## src/rtl/dic_pkg.sv

```systemverilog
package dic_pkg;
  localparam int SLOTS = 2;

  typedef enum logic {
    CLS_OTHER = 1'b0,
    CLS_FPALU = 1'b1
  } iclass_e;

  typedef struct packed {
    logic    vld;
    iclass_e cls;
    logic    lng;
  } slot_t;
endpackage

```

## src/rtl/dic_slot_qual.sv

```systemverilog
module dic_slot_qual
  import dic_pkg::*;
(
  input  slot_t slot_i,
  input  logic  done_i,
  input  logic  int_busy_i,
  input  logic  fp_busy_i,
  output logic  pend_o,
  output logic  ready_o
);
  logic unit_busy;

  always_comb begin
    unit_busy = (slot_i.cls == CLS_FPALU) ? fp_busy_i : int_busy_i;
    pend_o    = slot_i.vld & ~done_i;
    ready_o   = pend_o & ~(slot_i.lng & unit_busy);
  end
endmodule

```

## src/rtl/dic_pair_pick.sv

```systemverilog
module dic_pair_pick
  import dic_pkg::*;
(
  input  logic [SLOTS-1:0] pend_i,
  input  logic [SLOTS-1:0] ready_i,
  input  iclass_e          cls0_i,
  input  iclass_e          cls1_i,
  output logic [SLOTS-1:0] iss_o,
  output logic             slip_o
);
  logic same_cls;
  logic older_clear;

  always_comb begin
    same_cls    = (cls0_i == cls1_i);
    // younger slot may go only if the older one is gone or goes now on the other port
    older_clear = ~pend_i[0] | (ready_i[0] & ~same_cls);
    iss_o[0]    = ready_i[0];
    iss_o[1]    = ready_i[1] & older_clear;
    slip_o      = |(pend_i & ~iss_o);
  end
endmodule

```

## src/rtl/dic_done_track.sv

```systemverilog
module dic_done_track
  import dic_pkg::*;
(
  input  logic             clk,
  input  logic             rst_n,
  input  logic [SLOTS-1:0] iss_i,
  input  logic             slip_i,
  output logic [SLOTS-1:0] done_o
);
  logic [SLOTS-1:0] done_q;
  logic [SLOTS-1:0] done_d;
  logic             done_en;

  always_comb begin
    done_en = slip_i | (|done_q);
    done_d  = slip_i ? (done_q | iss_i) : '0;
  end

  always_ff @(posedge clk or negedge rst_n) begin
    if (!rst_n) begin
      done_q <= '0;
    end else if (done_en) begin
      done_q <= done_d;
    end
  end

  assign done_o = done_q;
endmodule

```

## src/rtl/dual_issue_ctl.sv

```systemverilog
module dual_issue_ctl
  import dic_pkg::*;
(
  input  logic       clk,
  input  logic       rst_n,
  input  logic [1:0] slot_vld,
  input  logic [1:0] slot_fp,
  input  logic [1:0] slot_lng,
  input  logic       int_busy,
  input  logic       fp_busy,
  output logic [1:0] int_issue,
  output logic [1:0] fp_issue,
  output logic       slip
);
  slot_t            slots [SLOTS];
  logic [SLOTS-1:0] pend;
  logic [SLOTS-1:0] ready;
  logic [SLOTS-1:0] done;
  logic [SLOTS-1:0] iss;
  logic             slip_w;

  for (genvar k = 0; k < SLOTS; k++) begin : g_slot
    always_comb begin
      slots[k].vld = slot_vld[k];
      slots[k].cls = iclass_e'(slot_fp[k]);
      slots[k].lng = slot_lng[k];
    end

    dic_slot_qual u_qual (
      .slot_i     (slots[k]),
      .done_i     (done[k]),
      .int_busy_i (int_busy),
      .fp_busy_i  (fp_busy),
      .pend_o     (pend[k]),
      .ready_o    (ready[k])
    );

    always_comb begin
      int_issue[k] = iss[k] & (slots[k].cls == CLS_OTHER);
      fp_issue[k]  = iss[k] & (slots[k].cls == CLS_FPALU);
    end
  end

  dic_pair_pick u_pick (
    .pend_i  (pend),
    .ready_i (ready),
    .cls0_i  (slots[0].cls),
    .cls1_i  (slots[1].cls),
    .iss_o   (iss),
    .slip_o  (slip_w)
  );

  dic_done_track u_track (
    .clk    (clk),
    .rst_n  (rst_n),
    .iss_i  (iss),
    .slip_i (slip_w),
    .done_o (done)
  );

  assign slip = slip_w;
endmodule

```

## config.mk

```make
export PLATFORM = sky130hd
export DESIGN_NAME = dual_issue_ctl
export DESIGN_NICKNAME = d
export VERILOG_FILES = /design/src/rtl/dic_pkg.sv /design/src/rtl/dic_slot_qual.sv /design/src/rtl/dic_pair_pick.sv /design/src/rtl/dic_done_track.sv /design/src/rtl/dual_issue_ctl.sv
export SDC_FILE = /design/constraint.sdc
export NUM_CORES = 1
export LEC_CHECK = 0
export BUFFER_PORTS_ARGS = -buffer_cell sky130_fd_sc_hd__buf_2
export CAP_MARGIN = 20
export CORE_AREA = 2 2 39 41
export CTS_CLUSTER_DIAMETER = 60
export DETAILED_ROUTE_END_ITERATION = 7
export DIE_AREA = 0 0 41 43
export GPL_TIMING_DRIVEN = 0
export PLACE_DENSITY_LB_ADDON = 0.3
export SETUP_SLACK_MARGIN = 0.02
export SYNTH_ARGS = -nofsm -noshare
export SYNTH_HDL_FRONTEND = slang
export SYNTH_HIERARCHICAL = 1
export SYNTH_SLANG_ARGS = --single-unit
```

## constraint.sdc

```tcl
create_clock -name clk -period 1.99 [get_ports clk]
set_clock_uncertainty 0.05 [all_clocks]
set_input_delay 0.0995 -clock clk [delete_from_list [all_inputs] [get_ports clk]]
set_output_delay 0.0995 -clock clk [all_outputs]
set_load 0.02 [all_outputs]
```

==> flow_metrics.py <==
metrics = {
    "outcome": {
        "status": "complete, no violations",
    },
    "critical_path": {
        "cp.arrival_ns": 1.66,
        "crit_fanout": 4,
        "worstSetupPathType": "flip-flop to output pin",
        "start_kind": "flip-flop",
        "worst_r2r_path_depth": 5,
        "critPathCaptureType": "output pin",
        "worstPathRequired_ns": 1.84,
    },
    "cells_and_area": {
        "area_delta_synth_final_pct": 65.0,
        "final_cell_area_um2": 337,
        "layout-drive-gt1-share_pct": 60.0,
        "n_antenna_cell": 0,
        "stdcell_count": 56,
        "fin_nets": 52,
        "post-route-util_pct": 24.3,
        "largest_register_ffs": 2,
    },
    "placed_design": {
        "dp_cells": 52,
        "place_area_um2": 294,
        "place_congestion": 0.634,
        "dpl.hpwl_um": 390,
        "io_buffers": 14,
    },
    "grt": {
        "use_met2_pct": 9.38,
        "met1_usage_pct": 8.71,
        "gr-total-overflow": 0,
        "grt_max_degree": 5,
        "met3_usage_pct": 3.14,
        "grt.total_usage_pct": 7.84,
        "antenna_found_initial": 0,
        "grt_busiest_layer": "met4",
        "grt_pass1_vias": 234,
        "grt_pass1_wl_um": 855,
    },
    "pwr": {
        "p_sw_uw": 108,
        "clockPowerShare_pct": 28.8,
        "p_leak_uw": 0.000173,
        "vdd_ir_drop_max_uv": 341,
        "p_sw_share_pct": 35.1,
        "intPower_uw": 201,
        "power_density_nw_per_um2": 918,
        "p_seq_share_pct": 21.3,
        "finalPower_uw": 309,
        "p_comb_share_pct": 49.9,
    },
    "synth": {
        "netlist_instances": 22,
        "yosys.area.top_type": "dfrtp_1",
        "netlist.area_leader.share_pct": 24.5,
        "yosys_warnings": 6,
        "yosysMostFrequentCell": "nor2b_1",
        "synth_common_cells": "5 x nor2b_1, 2 x a21boi_1, 2 x dfrtp_1, 2 x mux2_4, 2 x o21a_1",
        "syn_area_um2": 204,
        "ys_ff_latch": 2,
        "yosysSeqAreaShare_pct": 24.5,
        "synth_area_per_cell_um2": 9.27,
        "synth_edf_count": 0,
        "ys.flop_type": "dfrtp_1",
        "syn-num-nets": 32,
        "ys_types": 14,
        "synth.area.top_cells": "dfrtp_1 25%, nor2b_1 15%, mux2_4 15%, a21boi_1 7.4%, o21a_1 7.4%",
        "async_flop_share_pct": 100,
    },
    "floorplanning": {
        "start_util_pct": 14.7,
        "core_area_um2": 1380,
        "die_w_um": 41,
        "die-area_um2": 1760,
        "ios": 15,
        "rows": 14,
        "dieHeight_um": 43,
    },
    "flow_run": {
        "drv_cap": 0,
    },
    "clock_tree": {
        "cts_tree": "yes",
        "numCtsBuffers": 3,
        "cts_setup_buffers": 0,
        "clockRootBuffer": "clkbuf_4",
        "clkLatencyLatePin_ns": 0.22,
        "htree_num_levels": 1,
        "cts.sinks": 2,
        "clk_pin_slew_worst_paths_ns": 0.03,
        "cts_buffer_depth": 2,
    },
    "sta": {
        "rsz0062_at_grt": "no",
        "setup_viol": 0,
        "slew_violations": 0,
        "finalCriticalPeriod_ns": 1.81,
        "period_share_pct": 90.8,
        "relSlewSlack_pct": 82.1,
        "setup_tns_ns": 0,
        "hold_viol": 0,
        "fmax_mhz": 553,
        "worst_pin_slew_ns": 0.267,
    },
    "route": {
        "vias": 208,
        "drt_wl_total_um": 501,
        "ant_nets": 0,
        "first_pass_iters": 1,
        "wl_per_cell_um": 8.95,
        "detail_route.vias_per_cell": 3.71,
        "drtIter0Drc": 0,
        "drc_errors": 0,
    },
    "worst_hold_path": {
        "hp-class": "primary input to async pin",
    },
}
==> path summary, 6_finish.rpt <==
check                                  startpoint           endpoint  slack, ns
worst max-delay path            u_track/done_o[0]               slip       0.18
min in group clk                      slot_lng[0]  u_track/done_o[0]       0.31
max in group asynchronous                   rst_n  u_track/done_o[1]       1.65
worst min-delay path                        rst_n  u_track/done_o[0]       0.14
worst min register to register  u_track/done_o[0]  u_track/done_o[0]       0.42
worst max register to register  u_track/done_o[0]  u_track/done_o[1]       0.44
==> final cells by class <==
class | count | area, um^2
well taps | 16 | 20.0
plain buffers | 1 | 7.51
clock buffers | 3 | 22.5
inverters | 1 | 3.75
fillers | 153 | 1050
flip-flops and latches | 2 | 50.0
repair buffers | 15 | 80.1
multi-input cells | 18 | 153
==> metal layers <==
| layer | routed length [um] | up-vias |
|---|---|---|
| met3 | 49 | 0 |
| met2 | 206 | 12 |
| met1 | 245 | 84 |
| met4 | 0 | 0 |
| met5 | 0 | - |
| li1 | - | 112 |
==> cells in the final DEF, fill, tap and decap left out, drive strengths merged <==
| master | synthesis | routed |
|---|---|---|
| inv | 1 | 1 |
| nor2b | 5 | 5 |
| clkbuf | 0 | 3 |
| and2 | 2 | 2 |
| nand2 | 1 | 1 |
| dlygate4sd3 | 0 | 1 |
| dfrtp | 2 | 2 |
| buf | 1 | 15 |
| o21a | 2 | 2 |
| mux2 | 2 | 2 |
| xnor2 | 1 | 1 |
| a311o | 1 | 1 |
| o22ai | 1 | 1 |
| and2b | 1 | 1 |
| a21boi | 2 | 2 |
==> metrics by stage <==
stage               hold slack (ns)  worst slack (ns)
floorplan                    -0.246             0.430
global placement             -0.163             0.372
detailed placement           -0.163             0.394
CTS                           0.132             0.153
global route                  0.139            0.0533
finish                        0.143             0.183
==> power by group through the flow <==
stage,Clock (uW),Combinational (uW),Sequential [uW]
after detailed placement,0,147,66.6
after global routing,104,172,70.3
after CTS,96.2,149,66.1
final,89.1,154,65.8
after global placement,0,147,65.9
after floorplan,0,107,65.5
==> critical path, stage by stage (launching register included) <==
cell and delay (ns):
dfrtp_1 0.36, nor2b_1 0.24, a21boi_2 0.24, nor2b_1 0.06, a311o_1 0.35, buf_2 0.17
==> kinds of logic after synthesis <==
group / synth area share (%)
buffers and inverters: 5.52
xor gates and xnor gates: 4.30
DFF: 24.5
muxes: 14.7
and+or+nand+nor: 28.2
AOI/OAI and AO/OA: 22.7
==> repair_timing <==
item | 4_1_cts | 5_1_grt
hold buffers | 1 | 0
hold endpoints to repair | 2 | 0
resized for setup | 0 | 2
endpoints found under the setup margin | 0 | 3
Note: power is estimated with default switching activity, not from simulation.
